`src/rtl/cic_pkg.sv`:
```
package cic_pkg;
  // worst-case bit growth through N integrator/comb pairs
  function automatic int growth(input int n, input int r, input int d);
    return n * $clog2(r * d);
  endfunction
endpackage

```
`src/rtl/cic_integ.sv`:
```
module cic_integ #(
  parameter int W = 28
) (
  input  logic                clk_i,
  input  logic                rst_ni,
  input  logic                en_i,
  input  logic signed [W-1:0] din_i,
  output logic signed [W-1:0] acc_o
);
  always_ff @(posedge clk_i or negedge rst_ni) begin
    if (!rst_ni)   acc_o <= '0;
    else if (en_i) acc_o <= acc_o + din_i;  // wraps; harmless by design
  end

  assert_integ_hold_R3: assert property (@(posedge clk_i) disable iff (!rst_ni)
    !en_i |=> $stable(acc_o));
endmodule

```
`src/rtl/cic_comb.sv`:
```
module cic_comb #(
  parameter int W = 28,
  parameter int D = 2
) (
  input  logic                clk_i,
  input  logic                rst_ni,
  input  logic                en_i,
  input  logic signed [W-1:0] din_i,
  output logic signed [W-1:0] dout_o
);
  logic signed [W-1:0] dly_q [D];

  always_ff @(posedge clk_i or negedge rst_ni) begin
    if (!rst_ni) begin
      dout_o <= '0;
      for (int i = 0; i < D; i++) dly_q[i] <= '0;
    end else if (en_i) begin
      dout_o   <= din_i - dly_q[D-1];
      dly_q[0] <= din_i;
      for (int i = 1; i < D; i++) dly_q[i] <= dly_q[i-1];
    end
  end

  assert_comb_hold_R5: assert property (@(posedge clk_i) disable iff (!rst_ni)
    !en_i |=> $stable(dout_o));
endmodule

```
`src/rtl/cic_rate_ctr.sv`:
```
module cic_rate_ctr #(
  parameter int R = 8
) (
  input  logic clk_i,
  input  logic rst_ni,
  input  logic valid_i,
  output logic tick_o
);
  localparam int CW = (R > 1) ? $clog2(R) : 1;
  localparam logic [CW-1:0] LAST = CW'(R - 1);

  logic [CW-1:0] cnt_q;

  assign tick_o = valid_i && (cnt_q == LAST);

  always_ff @(posedge clk_i or negedge rst_ni) begin
    if (!rst_ni)      cnt_q <= '0;
    else if (tick_o)  cnt_q <= '0;
    else if (valid_i) cnt_q <= cnt_q + 1'b1;
  end

  assert_cnt_range_R4: assert property (@(posedge clk_i) disable iff (!rst_ni)
    cnt_q <= LAST);
  assert_cnt_idle_R7: assert property (@(posedge clk_i) disable iff (!rst_ni)
    !valid_i |=> $stable(cnt_q));
endmodule

```
`src/rtl/cic_decim.sv`:
```
module cic_decim #(
  parameter  int IN_W  = 16,
  parameter  int N     = 3,
  parameter  int R     = 8,
  parameter  int D     = 2,
  localparam int OUT_W = IN_W + cic_pkg::growth(N, R, D)
) (
  input  logic                    clk_i,
  input  logic                    rst_ni,
  input  logic                    valid_i,
  input  logic signed [IN_W-1:0]  data_i,
  output logic                    valid_o,
  output logic signed [OUT_W-1:0] data_o
);
  logic signed [OUT_W-1:0] integ_v [N+1];
  logic signed [OUT_W-1:0] comb_v  [N+1];
  logic tick, ce_q;

  assign integ_v[0] = OUT_W'(data_i);

  for (genvar g = 0; g < N; g++) begin : g_integ
    cic_integ #(.W(OUT_W)) u_integ (
      .clk_i (clk_i),
      .rst_ni(rst_ni),
      .en_i  (valid_i),
      .din_i (integ_v[g]),
      .acc_o (integ_v[g+1])
    );
  end

  cic_rate_ctr #(.R(R)) u_rate (
    .clk_i  (clk_i),
    .rst_ni (rst_ni),
    .valid_i(valid_i),
    .tick_o (tick)
  );

  // comb chain reads the last integrator one cycle after the R-th sample lands
  always_ff @(posedge clk_i or negedge rst_ni) begin
    if (!rst_ni) begin
      ce_q    <= 1'b0;
      valid_o <= 1'b0;
    end else begin
      ce_q    <= tick;
      valid_o <= ce_q;
    end
  end

  assign comb_v[0] = integ_v[N];

  for (genvar g = 0; g < N; g++) begin : g_comb
    cic_comb #(.W(OUT_W), .D(D)) u_comb (
      .clk_i (clk_i),
      .rst_ni(rst_ni),
      .en_i  (ce_q),
      .din_i (comb_v[g]),
      .dout_o(comb_v[g+1])
    );
  end

  assign data_o = comb_v[N];

  assert_out_after_in_R4: assert property (@(posedge clk_i) disable iff (!rst_ni)
    valid_o |-> $past(valid_i, 2));
  if (R > 1) begin : g_pulse_chk
    assert_valid_pulse_R4: assert property (@(posedge clk_i) disable iff (!rst_ni)
      valid_o |=> !valid_o);
  end
  assert_out_hold_R5: assert property (@(posedge clk_i) disable iff (!rst_ni)
    !valid_o |=> $stable(data_o) || valid_o);
endmodule

```
`config.mk`:
```
export PLATFORM = sky130hd
export DESIGN_NAME = cic_decim
export DESIGN_NICKNAME = d
export VERILOG_FILES = /design/src/rtl/cic_pkg.sv /design/src/rtl/cic_integ.sv /design/src/rtl/cic_comb.sv /design/src/rtl/cic_rate_ctr.sv /design/src/rtl/cic_decim.sv
export SDC_FILE = /design/constraint.sdc
export NUM_CORES = 1
export LEC_CHECK = 0
export ABC_AREA = 1
export ABC_CLOCK_PERIOD_IN_PS = 2120
export CAP_MARGIN = 40
export CORE_UTILIZATION = 50
export DETAILED_ROUTE_END_ITERATION = 8
export PLACE_DENSITY = 0.74
export SLEW_MARGIN = 20
export SYNTH_ARGS = -nofsm -noshare
export SYNTH_HDL_FRONTEND = slang
export SYNTH_SLANG_ARGS = --single-unit
export TNS_END_PERCENT = 10
```
`constraint.sdc`:
```
create_clock -name clk_i -period 2.12 [get_ports clk_i]
set_clock_uncertainty 0.15 [all_clocks]
set_input_delay 0.424 -clock clk_i [delete_from_list [all_inputs] [get_ports clk_i]]
set_output_delay 0.424 -clock clk_i [all_outputs]
set_load 0.05 [all_outputs]
```
# ---- Word-level counts from Yosys, hierarchy flattened
# Index checks and enable logic that the tools add are counted.
dict set report word_totals {
  register_bits 341
  in_bits 19
  output_inout_bits 29
  elab_cells 27
}
dict set report op_classes {
  n_addsub 7
  eq_ne 1
  muxes 2
  n_reduce_logical 2
}
# cell count
set op_table {}
lappend op_table {{$sub 28x28->28} 3}
lappend op_table {{$add 28x28->28} 2}
lappend op_table {{$add 28x16->28} 1}
lappend op_table {{$mux 3} 2}
lappend op_table {{$add 3x1->3 const B} 1}
lappend op_table {{$eq 3x3->1 const B} 1}
lappend op_table {{$reduce_bool 2->1} 1}
lappend op_table {{$logic_and 1x1->1} 1}

# ---- Longest topological paths before layout
# Gate-level depths: netlist of the first run.
dict set report logic_depth {
  depth_word 3
  depth_mapped 14
  mapped_depth_nobuf 14
}

# ---- By module
# Synthesis of the first run repeated with hierarchy kept, for this count alone.
dict set report unflattened {
  hier_cells 3853
  area_unflattened_um2 24876.4
}
# mod n_inst cells_each area_per_inst_um2
set modules_own_cells {}
lappend modules_own_cells {{cic_comb (g_comb[1].u_comb ...)} 2 764 5205.0}
lappend modules_own_cells {cic_integ 3 513 3006.6}
lappend modules_own_cells {{cic_comb (g_comb[0].u_comb)} 1 765 5241.3}
lappend modules_own_cells {cic_rate_ctr 1 19 155.1}
lappend modules_own_cells {cic_decim 1 2 50.0}

# ---- Least setup slack after synthesis of the first run
# No wires, ideal clock.
dict set report synth_path {
  path_kind {register -> register}
  from {register g_integ[2].u_integ.acc_o[0]}
  to {register g_comb[0].u_comb.dout_o[16]}
  setup_time_ns 0.117
  arrival_time_ns 1.717
  setup_slack_ns 0.136
  path_stages_with_launch 14
  synth_period_minus_slack_ns 1.984
  cell_sequence {dfrtp_1 inv_1 ha_1 fa_1 inv_1 nand3_1 nand3_1 nand2_1 nand2_2 inv_1 nor2_1 o21ai_0 nand3_1 nand2_1}
}
dict set report synth_between {
  elab_chain_cells 1
}
# item line_no
set synth_lines {}
lappend synth_lines {{from (decl)} cic_integ.sv:8} ;# output logic signed [W-1:0] acc_o
lappend synth_lines {{from (signal assigned)} cic_integ.sv:12} ;# else if (en_i) acc_o <= acc_o + din_i;
lappend synth_lines {{$sub 28x28->28} cic_comb.sv:18} ;# dout_o <= din_i - dly_q[D-1];
lappend synth_lines {{to (signal assigned)} cic_comb.sv:18}
lappend synth_lines {{to (decl)} cic_comb.sv:9} ;# output logic signed [W-1:0] dout_o
# No other way between the ends.
# A chain may end at the register's enable or synchronous reset.

# ---- Worst setup path in the final report of the first run
dict set report layout_path {
  from {register g_integ[2].u_integ.acc_o[3]}
  to {register g_comb[0].u_comb.dout_o[9]}
}
# The elaborated chain is that of the path after synthesis.

==> results.md, run 1 <==
* Max_cap viols at 0
* GR Overflow Total at 0
* Final #Nets at 4221
* Fill count at 4500
* Met2 Track Usage GR at 44.09%
* Vias at 23500
* Chip width at 225.4 um
* Dpl hpwl at 49260 um
* GP Congestion at 0.9785
* Mapped Cells at 3874
* Critical Path RT at 2.41 ns
* Tcrit/Tclk final at 99.59%
* Hold/Removal Path Class: in -> async
* Clock Sink Count at 341
* Crit end category: flip-flop
* Die area at 0.05082 mm^2
* Syn_nets at 4063
* Clk slew on worst S/H paths at 0.07 ns
* Post-Syn Area per Cell at 6.443 um^2
* Yosys reg bits at 341
* Die Height at 225.4 um
* Port Buffers at 47
* Unrepaired setup endpoints after global routing: yes
* Status: complete, no violations
* Initial Utilization at 50.89%
* Post-Syn Area at 0.02496 mm^2
* CP max FO at 5
* Core Region at 0.04905 mm^2
* Crit path DAT at 2.40 ns
* Startpoint types: flip-flop
* Area growth from synthesis to layout at 20.39%
* Top Usage Layer GRT: met2
* Max Freq at 0.4736 GHz
* Vias in the first global route at 21780
* Max clock buf depth at 3
* DRC viols at 0
* Worst-Margin Slew at 0.5077 ns
* Crit path launch: g_integ[2].u_integ.acc_o[3]$_DFFE_PN0P_
* CP Class: reg -> reg
* Seq/Total Area, Yosys at 34.19%
* GR Util met1 at 33.38%
* Final min period at 2.111 ns
* Rel. slew slack at 66.28%
* Yosys warning total at 0
* Hold slack at 0.1503 ns
* CTS tree: yes
* Antenna violations before repair at 0
* DR WL/cell at 14.04 um
* Pin count of the biggest net entering global routing at 109
* DR pass1 iterations at 7
* Antenna Violating Nets Remaining at 0
* Antenna cells at 0
* Root Buffer: clkbuf_16
* 1st-iter DRT viols at 1361
* Slew Limit Fails at 0
* Synth unique cells at 33
* Grt met3 use at 3.429%
* Detailed Route WL at 66300 um
* Row cnt at 81
* Vias per cell at 4.974
* RR Startpoint: g_integ[2].u_integ.acc_o[3]$_DFFE_PN0P_
* GRT Total Usage at 25.77%
* CTS Buf Count at 40
* H-Tree Depth at 2
* Global-route wire length before repair at 106000 um
* Final hold violations at 0
* Share of post-route cells with drive strength above 1 at 14.06%
* Top Ports at 48
* Endpoints failing setup at 0
* Skew-Pair Late Insertion Delay at 0.60 ns
==> final timing paths <==
check | end | slack [ns] | cells past startpoint
max | g_comb[0].u_comb.dout_o[9]$_DFFE_PN0P_ | 0.009 | 10
max in group asynchronous | g_comb[0].u_comb.dout_o[5]$_DFFE_PN0P_ | 0.94 | 3
min reg2reg | g_comb[2].u_comb.dly_q[15]$_DFFE_PN0P_ | 0.32 | 2
min | g_comb[2].u_comb.dout_o[9]$_DFFE_PN0P_ | 0.15 | 2
max reg2reg | g_comb[0].u_comb.dout_o[9]$_DFFE_PN0P_ | 0.009 | 10
min in group clk_i | g_integ[0].u_integ.acc_o[0]$_DFFE_PN0P_ | 0.17 | 4
==> logic make-up (layout without fill, tap and decap cells) <==
| group | Yosys count | after routing | share of synthesized area [%] |
|---|---|---|---|
| simple gates | 2251 | 2251 | 36.78 |
| fa+ha+maj | 170 | 170 | 8.702 |
| compound gates | 298 | 298 | 6.170 |
| buf+inv | 748 | 934 | 11.85 |
| flops | 341 | 341 | 34.19 |
| xor+xnor | 66 | 66 | 2.316 |
==> per-layer routing <==
metal,wire [um],part of all wire [%],up-vias
met5,0,0,-
met2,32030,48,440
met3,2623,4.0,132
met1,29450,44,10760
met4,2203,3.3,0
li1,-,-,12170
==> metrics by stage <==
stage / setup WS [ns] / util, % / cells / area [um^2] / setup TNS (ns)
5_1_grt: -0.07932 / 61.26 / 4724 / 30050 / -2.181
4_1_cts: -0.04783 / 58.06 / 4710 / 28480 / -0.1423
3_5_place_dp: -0.4430 / 55.08 / 4639 / 27020 / -8.873
6_report: 0.008590 / 61.26 / 4724 / 30050 / 0
2_1_floorplan: 0.1357 / - / 3874 / 24960 / 0
3_3_place_gp: -0.4065 / 55.08 / 4639 / 27020 / -7.836
==> final cells by class <==
type	count	area, um^2	share of cell area [%]
Sequential cell	341	8587	28.58
Tap cell	664	830.8	2.765
Clock buffer	46	1064	3.539
Inverter	646	2431	8.090
Multi-Input combinational cell	2785	14920	49.66
Clock inverter	24	354.1	1.178
Timing Repair Buffer	218	1859	6.187
==> synth_stat cells <==
cell type | n | share of area (%)
buf_2 | 27 | 0.54
nand2_1 | 1693 | 25
dfrtp_1 | 341 | 34
o21bai_1 | 9 | 0.27
buf_4 | 31 | 0.93
a21o_1 | 6 | 0.18
or2_1 | 6 | 0.15
inv_1 | 646 | 9.7
buf_1 | 7 | 0.11
or2_0 | 3 | 0.075
nand4_1 | 35 | 0.88
o211ai_1 | 3 | 0.090
clkbuf_1 | 37 | 0.56
xnor2_1 | 60 | 2.1
or2_2 | 3 | 0.075
nand3_1 | 215 | 4.3
nand2_2 | 12 | 0.30
nor2_1 | 208 | 3.1
and2_1 | 15 | 0.38
nand3_2 | 9 | 0.36
nor2_2 | 8 | 0.20
a31oi_1 | 3 | 0.075
a21oi_1 | 97 | 1.9
and2_4 | 3 | 0.11
nor3_2 | 3 | 0.12
o21ai_0 | 167 | 3.3
fa_1 | 6 | 0.48
nand3b_4 | 1 | 0.080
xor2_1 | 6 | 0.21
nand3b_1 | 34 | 1.0
nor2_4 | 3 | 0.14
o21ai_1 | 13 | 0.26
ha_1 | 164 | 8.2
==> flip-flops by register name, indices dropped and copies added, names as in the netlist <==
name                   count
u_rate.cnt_q               3
g_comb.u_comb.dout_o      84
g_integ.u_integ.acc_o     84
valid_o                    1
g_comb.u_comb.dly_q      168
ce_q                       1
==> critical path, cell delays in order (launching register included) <==
cell and delay (ns):
dfrtp_1 0.47, ha_4 0.30, nand2_1 0.13, inv_1 0.08, nand2_1 0.08, nand2_1 0.06
nand2_1 0.07, nand3b_1 0.19, or2_1 0.27, nand3_1 0.08, o21ai_0 0.10
==> cell usage in the layout, fill, tap and decap left out, drive strengths merged <==
| cell | instances |
|---|---|
| dlygate4sd3 | 1 |
| clkinv | 11 |
| dfrtp | 341 |
| nor2 | 219 |
| xnor2 | 60 |
| a21oi | 97 |
| bufinv | 6 |
| o211ai | 3 |
| clkinvlp | 4 |
| clkdlybuf4s50 | 16 |
| nand4 | 35 |
| or2 | 12 |
| buf | 184 |
| fa | 6 |
| inv | 649 |
| dlygate4sd2 | 14 |
| and2 | 18 |
| a31oi | 3 |
| nand3 | 224 |
| a21o | 6 |
| o21bai | 9 |
| xor2 | 6 |
| nand2 | 1705 |
| nand3b | 35 |
| clkdlybuf4s15 | 3 |
| clkbuf | 46 |
| ha | 164 |
| nor3 | 3 |
| o21ai | 180 |
==> timing repair <==
action                     4_1_cts  5_1_grt
buffers inserted                 0       14
pin swaps                        1       45
setup endpoints to repair       56      115
hold buffers                     1        0
hold endpoints to repair       320        0
gates resized for setup         32      311
Power of run 1 is not shown: default switching activity piles up to over one toggle a cycle in this logic, so the estimate is an artifact.
==> run 2, diff against run 1 <==
REMOVE_ABC_BUFFERS = 1   (was default)
==> run 2 against run 1 <==
Net effect:
- the run now ends with setup timing left
- routed wire length down 1.5%
- register-to-register slack worse by 0.03 ns
- global-route usage is 0.11 points lower
- utilization grew 0.15 points
- clock-buffer cell count up 11
- worst hold slack improved by 0.025 ns
- setup slack worse by 0.034 ns
==> results.md, run 2 (synthesized netlist as in run 1, its figures left out) <==
* Max_cap viols at 0
* Vias per cell at 4.947
* Antenna violations before repair at 0
* Dpl hpwl at 48520 um
* Antenna Violating Nets Remaining at 0
* Area growth from synthesis to layout at 20.68%
* Leading cell type in the layout, fill and taps excluded: nand2_1
* FF-to-FF path depth at 13
* H-Tree Depth at 2
* Die Height at 225.4 um
* RR Startpoint: g_integ[2].u_integ.acc_o[0]$_DFFE_PN0P_
* Hold/Removal Path Class: in -> async
* Startpoint types: flip-flop
* Final hold violations at 0
* CP max FO at 4
* Failing checks: setup timing
* Crit path launch: g_integ[2].u_integ.acc_o[0]$_DFFE_PN0P_
* DR WL/cell at 13.81 um
* CTS tree: yes
* Row cnt at 81
* Post-Route Setup TNS at -0.02581 ns
* GP Congestion at 0.9263
* Unrepaired setup endpoints after global routing: yes
* Max reg flops at 168
* CP Class: reg -> reg
* Core Region at 0.04905 mm^2
* Tcrit/Tclk final at 101.2%
* Status: finished, violations left
* Final min period at 2.146 ns
* Biggest register: g_comb.u_comb.dly_q
* Global-route wire length before repair at 105600 um
* Max clock buf depth at 3
* Antenna cells at 0
* Rel. slew slack at 52.74%
* Crit path DAT at 2.46 ns
* Die area at 0.05082 mm^2
* Vias at 23390
* Max Freq at 0.4660 GHz
* Detailed Route WL at 65330 um
* GR Overflow Total at 0
* GRT Total Usage at 25.66%
* Top Ports at 48
* Pin count of the biggest net entering global routing at 146
* Setup WS post-layout at -0.02581 ns
* Slew Limit Fails at 0
* Crit end category: flip-flop
* Critical Path RT at 2.43 ns
* Port Buffers at 47
* FF-to-FF setup slack at -0.03 ns
* Fill count at 4489
* Biggest regs: g_comb.u_comb.dly_q: 168 flops, g_comb.u_comb.dout_o: 84 flops, g_integ.u_integ.acc_o: 84 flops
* 1st-iter DRT viols at 1402
* CTS Buf Count at 41
* Worst-Margin Slew at 0.7089 ns
* Chip width at 225.4 um
* Skew-Pair Late Insertion Delay at 0.58 ns
* Share of post-route cells with drive strength above 1 at 13.48%
* Vias in the first global route at 22190
* Clk slew on worst S/H paths at 0.06 ns
* Most frequent cells in the layout: nand2_1, inv_1, dfrtp_1, nand3_1, nor2_1
* Final #Nets at 4223
* Endpoints failing setup at 1
* DRC viols at 0
* Initial Utilization at 50.89%
* DR pass1 iterations at 5
* Clock Sink Count at 341
* Root Buffer: clkbuf_16
-- run 2: cell types whose count changed in the layout (fill, tap and decap cells not counted), sizes merged --
cell	previous run	this run
inv	649	646
clkdlybuf4s15	3	0
clkbuf	46	57
dlygate4sd2	14	24
clkinv	11	10
buf	184	178
bufinv	6	3
-- run 2: path summary, 6_finish.rpt --
check | end
setup / recovery | g_comb[0].u_comb.dout_o[16]$_DFFE_PN0P_
hold / removal | g_comb[2].u_comb.dout_o[6]$_DFFE_PN0P_
setup reg to reg | g_comb[0].u_comb.dout_o[16]$_DFFE_PN0P_
hold reg to reg | g_comb[1].u_comb.dly_q[49]$_DFFE_PN0P_
max in group asynchronous | ce_q$_DFF_PN0_
min in group clk_i | g_integ[0].u_integ.acc_o[21]$_DFFE_PN0P_
-- run 2: worst max-delay path: stages, from the launching register on --
cell and delay (ns):
dfrtp_1 0.41, inv_2 0.08, ha_4 0.18, fa_2 0.33, inv_2 0.08, nand3_2 0.09
nand3_4 0.11, nand2_2 0.06, nand2_2 0.10, inv_1 0.06, nor2_2 0.12, o21ai_1 0.08
nand3_1 0.11, nand2_1 0.06
-- run 2: area by class of cell --
type | count | area, um^2 | share of cell area (%)
multi-input combinational | 2785 | 14970 | 49.70
sequential | 341 | 8571 | 28.45
tap | 664 | 830.8 | 2.758
clock buffer | 57 | 1197 | 3.975
timing repair buffer | 219 | 1913 | 6.351
inverter | 646 | 2431 | 8.071
clock inverter | 17 | 207.7 | 0.6895
-- run 2: timing repair --
| action | in CTS | in global routing |
|---|---|---|
| pin swaps | 1 | 38 |
| endpoints found under the hold margin | 286 | 0 |
| hold buffers | 1 | 0 |
| buffers inserted | 2 | 13 |
| resized for setup | 51 | 282 |
| setup endpoints to repair | 74 | 111 |
-- run 2: metrics by stage --
stage / worst slack [ns] / instance area, um^2 / cells / hold WS [ns] / utilization (%)
floorplan: -8.247 / 24430 / 3772 / -0.02159 / -
global placement: -0.4341 / 27090 / 4639 / 0.1908 / 55.22
detailed placement: -0.4317 / 27090 / 4639 / 0.1913 / 55.22
CTS: -0.04676 / 28610 / 4716 / 0.1629 / 58.33
global route: -0.1053 / 30120 / 4729 / 0.1870 / 61.41
finish: -0.02581 / 30120 / 4729 / 0.1755 / 61.41
-- run 2: routing by layer --
metal  up-vias  GRT usage (%)  wire length, um
li1      12160              -                -
met1     10610          30.81            28300
met2       451          46.10            31950
met3       177          2.947             2221
met4         0          11.06             2853
met5         -              0                0
Power of run 2 is left out for the same reason.
==> run 3, diff against run 2 <==
--- a/config.mk
+++ b/config.mk
@@ -12,2 +12,3 @@
 export DETAILED_ROUTE_END_ITERATION = 8
+export GPL_TIMING_DRIVEN = 0
 export PLACE_DENSITY = 0.74
--- a/constraint.sdc
+++ b/constraint.sdc
@@ -4,2 +4,2 @@
 set_output_delay 0.424 -clock clk_i [all_outputs]
-set_load 0.05 [all_outputs]
+set_load 0.005 [all_outputs]
==> run 3 against run 2 <==
Net effect:
- the run ends with hold timing, setup timing left
- cell count shrank 2.7%
- sequential cell count stayed put
- global-route usage grew 0.25 points
- clock-buffer cell count shrank 3
- critical endpoint unchanged
- non-clock buffer count shrank 128
- via count shrank 1.4%
==> results.md, run 3 (synthesized netlist as in run 1, its figures left out) <==
* Final hold violations at 68
* Die area at 0.05082 mm^2
* Met2 Routed Length at 32210 um
* Biggest register: g_comb.u_comb.dly_q
* Startpoint types: flip-flop
* Crit end category: flip-flop
* DRC viols at 0
* Endpoints failing setup at 2
* CTS tree: yes
* Top routing layer in use: met4
* Most used cell along the critical path: nand3_4
* GP Congestion at 0.9453
* Antenna violations before repair at 0
* Die Height at 225.4 um
* Dpl hpwl at 46720 um
* Crit path DAT at 2.47 ns
* Failing checks: hold timing, setup timing
* DR WL/cell at 14.22 um
* FF-to-FF path depth at 13
* Detailed Route WL at 65410 um
* Max reg flops at 168
* Hold slack at -0.09994 ns
* Met3 WL post-DR at 2294 um
* Top Ports at 48
* Antenna Violating Nets Remaining at 0
* Skew-Pair Late Insertion Delay at 0.59 ns
* Row cnt at 81
* Post-route cell area at 0.02938 mm^2
* Tcrit/Tclk final at 101.3%
* Root Buffer: clkbuf_16
* Clk slew on worst S/H paths at 0.06 ns
* FF-to-FF setup slack at -0.03 ns
* Hold/Removal Path Class: in -> async
* Worst-Margin Slew at 0.7796 ns
* DR pass1 iterations at 7
* Final min period at 2.147 ns
* H-Tree Depth at 2
* Vias in the first global route at 22000
* Max clock buf depth at 3
* Critical Path RT at 2.44 ns
* Fill count at 4614
* Leading cell type in the layout, fill and taps excluded: nand2_1
* CTS Buf Count at 41
* Setup WS post-layout at -0.02665 ns
* GRT Total Usage at 25.91%
* Terminus of the critical flop-to-flop path: g_comb[0].u_comb.dout_o[16]$_DFFE_PN0P_
* Vias at 23070
* Pin count of the biggest net entering global routing at 95
* Core Region at 0.04905 mm^2
* Clock Sink Count at 341
* Biggest regs: g_comb.u_comb.dly_q: 168 flops, g_comb.u_comb.dout_o: 84 flops, g_integ.u_integ.acc_o: 84 flops
* Share of post-route cells with drive strength above 1 at 10.24%
* Slew Limit Fails at 0
* Max Freq at 0.4658 GHz
* Unrepaired setup endpoints after global routing: yes
* Critical Path Max Stage Delay at 0.42 ns
* M1 WL at 28170 um
* RR Startpoint: g_integ[2].u_integ.acc_o[0]$_DFFE_PN0P_
* CP max FO at 4
* Placed cell areas at 0.02601 mm^2
* Rel. slew slack at 48.03%
* Max_cap viols at 0
* Final #Nets at 4096
* Slowest cell on the critical path: dfrtp_1
* Most frequent cells in the layout: nand2_1, inv_1, dfrtp_1, nand3_1, o21ai_0
* Status: finished, violations left
* Antenna cells at 0
* Vias per cell at 5.014
* Chip width at 225.4 um
* CP Cell Sequence: inv_2 -> ha_4 -> fa_2 -> inv_4 -> nand3_4 -> nand3_4 -> nand2_2 -> nand2_4 -> inv_1 -> nor2_2 -> o21ai_1 -> nand3_1 -> nand2_1
* 1st-iter DRT viols at 1323
* CP top delay family: simple AND/OR/NAND/NOR gates
* Global-route wire length before repair at 106300 um
* CP Class: reg -> reg
* Initial Utilization at 50.89%
* Buf/Inv on CP at 3
* Area growth from synthesis to layout at 17.70%
* GR Overflow Total at 0
* Port Buffers at 47
[run 3: changes by cell type in the layout (fill, tap and decap cells not counted), moves of 7 or more]
cell             previous run  this run
buf_4                     160        26
clkdlybuf4s50_1            16        44
dlygate4sd2_1              24         0
buf_12                     15         5
nand2_2                    49        39
buf_16                      0         9
ha_4                       72        65
nand2_1                  1650      1657
[run 3: tightest hold or removal path: stages]
cell and delay [ns]:
dlymetal6s4s_1 0.21, buf_12 0.13, buf_16 0.27
[run 3: metrics by stage]
stage / setup TNS, ns / setup slack, ns / cells / util, %
3_5_place_dp: -53.36 / -0.8622 / 4493 / 53.02
5_1_grt: -4.155 / -0.1343 / 4601 / 59.90
3_3_place_gp: -8324.72 / -15.76 / 4483 / 52.45
6_report: -0.02668 / -0.02665 / 4601 / 59.90
4_1_cts: -0.7927 / -0.1006 / 4572 / 56.75
2_1_floorplan: -1606.62 / -8.247 / 3772 / -
[run 3: what timing repair did]
action / 4_1_cts / 5_1_grt
gates resized for setup: 53 / 256
pin swaps: 1 / 36
endpoints found under the setup margin: 165 / 200
hold buffers: 1 / 3
endpoints found under the hold margin: 102 / 34
buffers inserted: 2 / 24
gates cloned: 3 / 2
[run 3: per-layer routing]
| layer | up-vias | track usage (%) |
|---|---|---|
| li1 | 11920 | - |
| met1 | 10510 | 31.45 |
| met2 | 486 | 46.53 |
| met3 | 151 | 2.503 |
| met4 | 0 | 11.17 |
| met5 | - | 0 |
[run 3: worst max path at each step]
stage / start / to / cells past startpoint
2_1_floorplan: ce_q$_DFF_PN0_ / g_comb[0].u_comb.dout_o[2]$_DFFE_PN0P_ / 4
3_3_place_gp: ce_q$_DFF_PN0_ / g_comb[0].u_comb.dout_o[2]$_DFFE_PN0P_ / 4
3_5_place_dp: data_i[15] / g_integ[0].u_integ.acc_o[22]$_DFFE_PN0P_ / 11
4_1_cts: ce_q$_DFF_PN0_ / g_comb[0].u_comb.dout_o[2]$_DFFE_PN0P_ / 7
5_1_grt: g_integ[2].u_integ.acc_o[0]$_DFFE_PN0P_ / g_comb[0].u_comb.dout_o[16]$_DFFE_PN0P_ / 13
6_report: g_integ[2].u_integ.acc_o[0]$_DFFE_PN0P_ / g_comb[0].u_comb.dout_o[16]$_DFFE_PN0P_ / 13
[run 3: area by class of cell]
cell class,count,area [um^2],area share (%)
inverter,646,2451,8.343
sequential,341,8563,29.15
multi-input combinational,2785,14900,50.72
timing repair inverter,1,8.758,0.02981
timing repair buffer,91,1109,3.773
clock buffer,54,1156,3.935
tap,664,830.8,2.828
clock inverter,19,360.3,1.226
Power of run 3 is left out for the same reason.
